--- src/rtl/eye_pkg.sv ---
package eye_pkg;
  localparam int DLY_W     = 8;   // register-domain delay width
  localparam int CODE_W    = 8;   // abstract edge code width
  localparam int LANES_MAX = 9;   // lanes including the ECC lane
  localparam int STEPS_UI  = 32;  // code steps per unit interval
  localparam int MAP_W     = 16;  // trained-lane bitmap width
  localparam int LANE_W    = $clog2(LANES_MAX + 1);

  typedef enum logic [0:0] {SEQ_IDLE = 1'b0, SEQ_RUN = 1'b1} seq_state_e;
endpackage

--- src/rtl/eye_scaler.sv ---
module eye_scaler #(
  parameter int DW    = 8,
  parameter int CW    = 8,
  parameter int STEPS = 32
) (
  input  logic [DW-1:0]        span_lo_i,
  input  logic [DW-1:0]        span_hi_i,
  input  logic [DW-1:0]        mask_i,
  input  logic signed [CW:0]   code_i,
  output logic [DW-1:0]        value_o
);
  localparam int PW = DW + CW + 4;
  localparam logic signed [PW-1:0] STEPS_S = PW'(STEPS);

  logic signed [PW-1:0] lo_w, hi_w, span_w, fac_w, code_w, prod_w, sum_w;

  always_comb begin
    lo_w    = $signed({{(PW-DW){1'b0}}, span_lo_i});
    hi_w    = $signed({{(PW-DW){1'b0}}, span_hi_i});
    span_w  = hi_w - lo_w;
    fac_w   = span_w / STEPS_S;
    code_w  = PW'(code_i);
    prod_w  = code_w * fac_w;
    sum_w   = lo_w + prod_w;
    value_o = sum_w[DW-1:0] & mask_i;
  end
endmodule

--- src/rtl/eye_lane_mux.sv ---
module eye_lane_mux #(
  parameter int CW    = 8,
  parameter int DW    = 8,
  parameter int LANES = 9,
  parameter int LW    = 4
) (
  input  logic [LANES*CW-1:0] lo_bus_i,
  input  logic [LANES*CW-1:0] hi_bus_i,
  input  logic [LANES*DW-1:0] ofs_bus_i,
  input  logic [LW-1:0]       lane_i,
  output logic signed [CW-1:0] lo_o,
  output logic signed [CW-1:0] hi_o,
  output logic [DW-1:0]       ofs_o
);
  logic [CW-1:0] lo_arr  [LANES];
  logic [CW-1:0] hi_arr  [LANES];
  logic [DW-1:0] ofs_arr [LANES];

  for (genvar g = 0; g < LANES; g++) begin : g_unpack
    assign lo_arr[g]  = lo_bus_i[g*CW +: CW];
    assign hi_arr[g]  = hi_bus_i[g*CW +: CW];
    assign ofs_arr[g] = ofs_bus_i[g*DW +: DW];
  end

  always_comb begin
    lo_o  = '0;
    hi_o  = '0;
    ofs_o = '0;
    for (int k = 0; k < LANES; k++) begin
      if (lane_i == LW'(k)) begin
        lo_o  = $signed(lo_arr[k]);
        hi_o  = $signed(hi_arr[k]);
        ofs_o = ofs_arr[k];
      end
    end
  end
endmodule

--- src/rtl/eye_lane_seq.sv ---
module eye_lane_seq
  import eye_pkg::*;
#(
  parameter int LANES = 9,
  parameter int LW    = 4
) (
  input  logic          clk,
  input  logic          rst_n,
  input  logic          start_i,
  input  logic          ecc_en_i,
  input  logic          hs_i,
  output logic          clear_o,
  output logic          load_o,
  output logic [LW-1:0] load_lane_o,
  output logic          fin_o,
  output logic          busy_o,
  output logic          done_o
);
  localparam logic [LW-1:0] LAST_ECC  = LW'(LANES - 1);
  localparam logic [LW-1:0] LAST_BASE = LW'(LANES - 2);

  seq_state_e    state_q;
  logic [LW-1:0] lane_q;
  logic [LW-1:0] last_lane;
  logic          done_q;

  assign last_lane = ecc_en_i ? LAST_ECC : LAST_BASE;

  always_comb begin
    clear_o     = 1'b0;
    load_o      = 1'b0;
    fin_o       = 1'b0;
    load_lane_o = lane_q;
    if (state_q == SEQ_IDLE) begin
      if (start_i) begin
        clear_o     = 1'b1;
        load_o      = 1'b1;
        load_lane_o = '0;
      end
    end else if (hs_i) begin
      if (lane_q == last_lane) begin
        fin_o = 1'b1;
      end else begin
        load_o      = 1'b1;
        load_lane_o = lane_q + 1'b1;
      end
    end
  end

  always_ff @(posedge clk or negedge rst_n) begin
    if (!rst_n) begin
      state_q <= SEQ_IDLE;
      lane_q  <= '0;
      done_q  <= 1'b0;
    end else begin
      done_q <= fin_o;
      if (load_o) lane_q <= load_lane_o;
      if (clear_o) state_q <= SEQ_RUN;
      else if (fin_o) state_q <= SEQ_IDLE;
    end
  end

  assign busy_o = (state_q == SEQ_RUN);
  assign done_o = done_q;
endmodule

--- src/rtl/eye_result_stage.sv ---
module eye_result_stage #(
  parameter int DW    = 8,
  parameter int LW    = 4,
  parameter int LANES = 9,
  parameter int MW    = 16
) (
  input  logic          clk,
  input  logic          rst_n,
  input  logic          clear_i,
  input  logic          load_i,
  input  logic          fin_i,
  input  logic [LW-1:0] lane_i,
  input  logic [DW-1:0] lo_i,
  input  logic [DW-1:0] hi_i,
  input  logic [DW-1:0] width_i,
  input  logic [DW-1:0] center_i,
  input  logic [DW-1:0] ofs_i,
  input  logic          wr_dir_i,
  input  logic [DW-1:0] min_eye_i,
  output logic          valid_o,
  output logic [LW-1:0] lane_o,
  output logic [DW-1:0] lo_o,
  output logic [DW-1:0] hi_o,
  output logic [DW-1:0] width_o,
  output logic [DW-1:0] center_o,
  output logic [DW-1:0] trained_o,
  output logic          small_o,
  output logic          err_o,
  output logic [MW-1:0] map_o
);
  localparam logic [MW-1:0] LANE_BITS = MW'((1 << LANES) - 1);
  localparam logic [MW-1:0] MAP_RST   = ~LANE_BITS;

  logic          narrow;
  logic [DW-1:0] trained_d;
  logic [MW-1:0] map_base, map_d;
  logic          small_base, err_base;

  assign narrow    = (width_i < min_eye_i);
  assign trained_d = wr_dir_i ? (center_i + ofs_i) : center_i;

  always_comb begin
    map_base   = clear_i ? MAP_RST : map_o;
    small_base = clear_i ? 1'b0 : small_o;
    err_base   = clear_i ? 1'b0 : err_o;
    map_d      = map_base;
    if (load_i) map_d = map_base | (MW'(1) << lane_i);
  end

  always_ff @(posedge clk or negedge rst_n) begin
    if (!rst_n) begin
      valid_o   <= 1'b0;
      lane_o    <= '0;
      lo_o      <= '0;
      hi_o      <= '0;
      width_o   <= '0;
      center_o  <= '0;
      trained_o <= '0;
      small_o   <= 1'b0;
      err_o     <= 1'b0;
      map_o     <= MAP_RST;
    end else begin
      map_o <= map_d;
      if (load_i) begin
        valid_o   <= 1'b1;
        lane_o    <= lane_i;
        lo_o      <= lo_i;
        hi_o      <= hi_i;
        width_o   <= width_i;
        center_o  <= center_i;
        trained_o <= trained_d;
        small_o   <= small_base | narrow;
        err_o     <= err_base | narrow;
      end else begin
        small_o <= small_base;
        err_o   <= err_base;
        if (fin_i) valid_o <= 1'b0;
      end
    end
  end
endmodule

--- src/rtl/eye_center_calc.sv ---
module eye_center_calc
  import eye_pkg::*;
#(
  parameter int DW    = DLY_W,
  parameter int CW    = CODE_W,
  parameter int LANES = LANES_MAX,
  parameter int STEPS = STEPS_UI,
  parameter int MW    = MAP_W,
  parameter int LW    = LANE_W
) (
  input  logic                clk,
  input  logic                rst_n,
  input  logic                start_i,
  input  logic                ecc_en_i,
  input  logic                wr_dir_i,
  input  logic [DW-1:0]       scl_lo_i,
  input  logic [DW-1:0]       scl_hi_i,
  input  logic [DW-1:0]       scl_mask_i,
  input  logic [DW-1:0]       min_eye_i,
  input  logic [LANES*CW-1:0] lo_code_i,
  input  logic [LANES*CW-1:0] hi_code_i,
  input  logic [LANES*DW-1:0] wr_ofs_i,
  output logic                res_valid_o,
  input  logic                res_ready_i,
  output logic [LW-1:0]       res_lane_o,
  output logic [DW-1:0]       res_lo_o,
  output logic [DW-1:0]       res_hi_o,
  output logic [DW-1:0]       res_width_o,
  output logic [DW-1:0]       res_center_o,
  output logic [DW-1:0]       res_trained_o,
  output logic                small_win_o,
  output logic                error_o,
  output logic [MW-1:0]       trained_map_o,
  output logic                busy_o,
  output logic                done_o
);
  localparam int NSCL = 4;  // lo, hi, width, center

  logic                  clear, load, fin, hs;
  logic [LW-1:0]         load_lane;
  logic signed [CW-1:0]  lo_c, hi_c;
  logic [DW-1:0]         ofs_c;
  logic signed [CW:0]    lo_x, hi_x, diff_x, sum_x, mid_x;
  logic signed [CW:0]    codes  [NSCL];
  logic [DW-1:0]         scaled [NSCL];

  assign hs = res_valid_o & res_ready_i;

  eye_lane_seq #(.LANES(LANES), .LW(LW)) u_seq (
    .clk(clk), .rst_n(rst_n), .start_i(start_i), .ecc_en_i(ecc_en_i),
    .hs_i(hs), .clear_o(clear), .load_o(load), .load_lane_o(load_lane),
    .fin_o(fin), .busy_o(busy_o), .done_o(done_o)
  );

  eye_lane_mux #(.CW(CW), .DW(DW), .LANES(LANES), .LW(LW)) u_mux (
    .lo_bus_i(lo_code_i), .hi_bus_i(hi_code_i), .ofs_bus_i(wr_ofs_i),
    .lane_i(load_lane), .lo_o(lo_c), .hi_o(hi_c), .ofs_o(ofs_c)
  );

  // Edge arithmetic one bit wider than the codes so sums cannot overflow.
  always_comb begin
    lo_x   = (CW+1)'(lo_c);
    hi_x   = (CW+1)'(hi_c);
    diff_x = hi_x - lo_x;
    sum_x  = lo_x + hi_x + (CW+1)'(1);
    mid_x  = sum_x >>> 1;
    codes[0] = lo_x;
    codes[1] = hi_x;
    codes[2] = diff_x;
    codes[3] = mid_x;
  end

  for (genvar g = 0; g < NSCL; g++) begin : g_scale
    eye_scaler #(.DW(DW), .CW(CW), .STEPS(STEPS)) u_scl (
      .span_lo_i(scl_lo_i), .span_hi_i(scl_hi_i), .mask_i(scl_mask_i),
      .code_i(codes[g]), .value_o(scaled[g])
    );
  end

  eye_result_stage #(.DW(DW), .LW(LW), .LANES(LANES), .MW(MW)) u_res (
    .clk(clk), .rst_n(rst_n), .clear_i(clear), .load_i(load), .fin_i(fin),
    .lane_i(load_lane), .lo_i(scaled[0]), .hi_i(scaled[1]),
    .width_i(scaled[2]), .center_i(scaled[3]), .ofs_i(ofs_c),
    .wr_dir_i(wr_dir_i), .min_eye_i(min_eye_i),
    .valid_o(res_valid_o), .lane_o(res_lane_o), .lo_o(res_lo_o),
    .hi_o(res_hi_o), .width_o(res_width_o), .center_o(res_center_o),
    .trained_o(res_trained_o), .small_o(small_win_o), .err_o(error_o),
    .map_o(trained_map_o)
  );
endmodule

--- config.mk ---
export PLATFORM = sky130hd
export DESIGN_NAME = eye_center_calc
export DESIGN_NICKNAME = d
export VERILOG_FILES = /design/src/rtl/eye_pkg.sv /design/src/rtl/eye_scaler.sv /design/src/rtl/eye_lane_mux.sv /design/src/rtl/eye_lane_seq.sv /design/src/rtl/eye_result_stage.sv /design/src/rtl/eye_center_calc.sv
export SDC_FILE = /design/constraint.sdc
export NUM_CORES = 1
export LEC_CHECK = 0
export ABC_AREA = 1
export BUFFER_PORTS_ARGS = -buffer_cell sky130_fd_sc_hd__buf_2
export CORE_MARGIN = 1
export CORE_UTILIZATION = 53
export CTS_CLUSTER_SIZE = 20
export DETAILED_ROUTE_END_ITERATION = 10
export PLACE_DENSITY = 0.79
export SYNTH_ARGS = -nofsm -noshare
export SYNTH_HDL_FRONTEND = slang
export SYNTH_SLANG_ARGS = --single-unit
--- constraint.sdc ---
create_clock -name clk -period 8.4 [get_ports clk]
set_input_delay 0.84 -clock clk [delete_from_list [all_inputs] [get_ports clk]]
set_output_delay 0.84 -clock clk [all_outputs]
set_load 0.05 [all_outputs]
==> summary.txt <==
Status
  – Status: complete, no violations

GRT
  – Initial antenna violation count: 1
  – Vias in the first global route: 11.3k
  – First-pass GRT wire length: between 50 and 60 mm
  – Largest net degree at the start of global routing: 68
  – GRT Resource Usage Total: 0.365
  – Total congestion overflow: 0

Timing
  – Slew Limit Headroom: 0.299
  – Fin crit period: 8.14 ns
  – Highest clock rate: 123 MHz
  – Endpoints failing hold: 0
  – Setup violators final: 0
  – Setup WS post-layout: 0.259 ns
  – Part of the cycle the worst path needs: 0.969
  – Worst-margin pin slew: 1.05 ns
  – Final Max Slew Viols: 0
  – Clock Skew: 0.00762 ns
  – Worst hold slack: 0.467 ns

Route
  – WL final: 37.3 mm
  – Via count: ~12k
  – 1st-iter DRT viols: 1110
  – Avg WL per Cell: 17.0 um
  – Vias per cell: roughly 5.4
  – # DRC: 0
  – ANT nets after route: 0
  – Total iterations of the first detailed-routing run: 8

Critical path
  – Worst setup SP type: flip-flop
  – Max incr delay on CP: ~0.54 ns
  – Reg2reg path depth: 48
  – Crit Path Class: flip-flop to flip-flop
  – Setup crit end kind: flip-flop
  – R2r startpoint: u_res.lane_o[0]$_DFFE_PN0P_
  – Worst path arrival time: around 8.3 ns
  – Crit Path Max Fanout: 8
  – Worst EP required: 8.56 ns
  – CP dominant cell by count: nand2_1
  – Worst Setup SP: u_res.lane_o[0]$_DFFE_PN0P_
  – Slowest CP cell: fa_1

Cells and area
  – Final core occ: 0.684
  – Finished Cell Area: 0.0134 mm2
  – Final Net Count: 2376
  – Most common cell after layout, fill and taps aside: nand2_1
  – Most frequent cells in the layout: nand2_1, buf_2, inv_1
  – Share of cells above drive strength 1: 0.268
  – Layout area overhead: 25.8%

Floorplanning
  – Die width: 144 um
  – Die area: ~0.021 mm2
  – Vert. Die Dim: 144 um
  – Core Footprint: 0.0196 mm2
  – Core Rows: 51
  – IO Count: 319
  – Starting density of the core: 0.544

Logic synthesis
  – Async set-reset flop share out of synthesis: 1.00
  – Seq/Total Area, Yosys: 0.153
  – Synth cell types: 51
  – Synth Instances: 1555
  – Synth Flop Type: dfrtp_1
  – Post-synth EDFFs: 0
  – Syn_area_per_cell: around 7 um2
  – Mapped Nets: 2006
  – Cell area after synthesis: 0.0107 mm2
  – Synth Register Bits: 65
  – Yosys warns: 0

Placement
  – DP Worst Slack: -0.174 ns
  – Placer Congestion: 1.11
  – Port buffer count: 318
  – Detailed Place HPWL: ~31 mm
  – Placed cell area: 0.0128 mm2

Clock tree
  – CTS tree: done
  – Clock buffer count from CTS: 9
  – Htree depth: 3
  – Clk_lat worst skew: 0.33 ns
  – Clock sink count: 65
  – Clock-pin slew on the worst setup and hold paths: 0.05 ns
  – Max Buffers Root-to-Sink: 2
  – CTS Root Cell: clkbuf_16
  – CTS Hold Bufs: 0

Min path
  – Hold Path Class: flip-flop to flip-flop
  – HP Start: u_res.width_o[5]$_DFFE_PN0P_
  – Hold depth: 2

Run
  – Total of max-cap violations: 0
==> final cells by class <==
cell class | count | area (um2)
tap | 265 | 332
antenna | 1 | 2.50
clock inverter | 5 | 31.3
multi-input combinational | 1156 | 7840
clock buffer | 11 | 243
timing repair buffer | 397 | 2200
sequential | 65 | 1640
inverter | 296 | 1120
fill | 1714 | 6190
==> worst paths after layout <==
kind | end | slack (ns)
worst min register to register | u_res.width_o[5]$_DFFE_PN0P_ | 0.47
worst min-delay path | u_res.width_o[5]$_DFFE_PN0P_ | 0.47
worst max-delay path | u_res.err_o$_DFF_PN0_ | 0.26
max in group asynchronous | u_res.lo_o[0]$_DFFE_PN0P_ | 7.16
min in group asynchronous | u_res.map_o[3]$_DFF_PN0_ | 0.68
worst max register to register | u_res.err_o$_DFF_PN0_ | 0.26
==> sequential cells by signal, summed over array words and instances, names as in the netlist <==
| name | cells |
|---|---|
| u_res.center_o | 8 |
| u_res.err_o | 1 |
| u_res.hi_o | 8 |
| u_res.lane_o | 4 |
| u_res.lo_o | 8 |
| u_res.map_o | 16 |
| u_res.small_o | 1 |
| u_res.trained_o | 8 |
| u_res.valid_o | 1 |
| u_res.width_o | 8 |
| u_seq.busy_o | 1 |
| u_seq.done_o | 1 |
==> layer usage <==
metal  track usage  share of wire  vias to the layer above
li1              -              -                     5602
met1         0.485           0.41                     5429
met2         0.578           0.44                      719
met3        0.0653           0.11                      109
met4         0.161          0.040                        0
met5             0              0                        -
==> per-stage QoR <==
step                cells  TNS (ns)
floorplan            1555         0
global placement     2164         0
detailed placement   2164    -0.373
CTS                  2180         0
global route         2196    -0.212
finish               2196         0
==> worst max-delay path, delay by kind of cell, from the launching register on <==
| family | cells | cell delay (ns) |
|---|---|---|
| AND/OR/NAND/NOR | 27 | 3.01 |
| XOR/XNOR | 1 | 0.24 |
| flip-flops | 1 | 0.50 |
| adder cells (fa/ha/maj) | 9 | 3.06 |
| buffers and inverters | 6 | 0.51 |
| AO/OA/AOI/OAI | 5 | 0.63 |
==> synthesized netlist by cell type (8+ instances only) <==
library cell	number	share of area
xor2_1	29	0.024
nor2_1	137	0.048
o21ai_0	43	0.020
a21oi_1	51	0.024
nand3b_1	8	0.0056
clkbuf_1	15	0.0053
nand2_1	434	0.15
xnor2_1	16	0.013
inv_1	273	0.096
a31oi_1	14	0.0082
inv_2	18	0.0063
nand2_2	15	0.0088
dfrtp_1	58	0.14
fa_1	76	0.14
nand3_1	92	0.043
ha_1	121	0.14
nand4_1	28	0.016
nor2_4	8	0.0085
==> kinds of logic after synthesis <==
| logic type | share of synthesized area |
|---|---|
| adder cells (fa/ha/maj) | 0.285 |
| AO/OA/AOI/OAI | 0.0822 |
| buffers and inverters | 0.125 |
| AND/OR/NAND/NOR | 0.318 |
| XOR/XNOR | 0.0370 |
| flip-flops | 0.153 |
==> timing repair <==
item                                    in CTS  in global routing
gates resized for setup                      0                 33
endpoints found under the setup margin       0                  5
buffers inserted                             0                 15
Power is not shown: default switching activity piles up to over one toggle a cycle in this logic, so the estimate is an artifact.
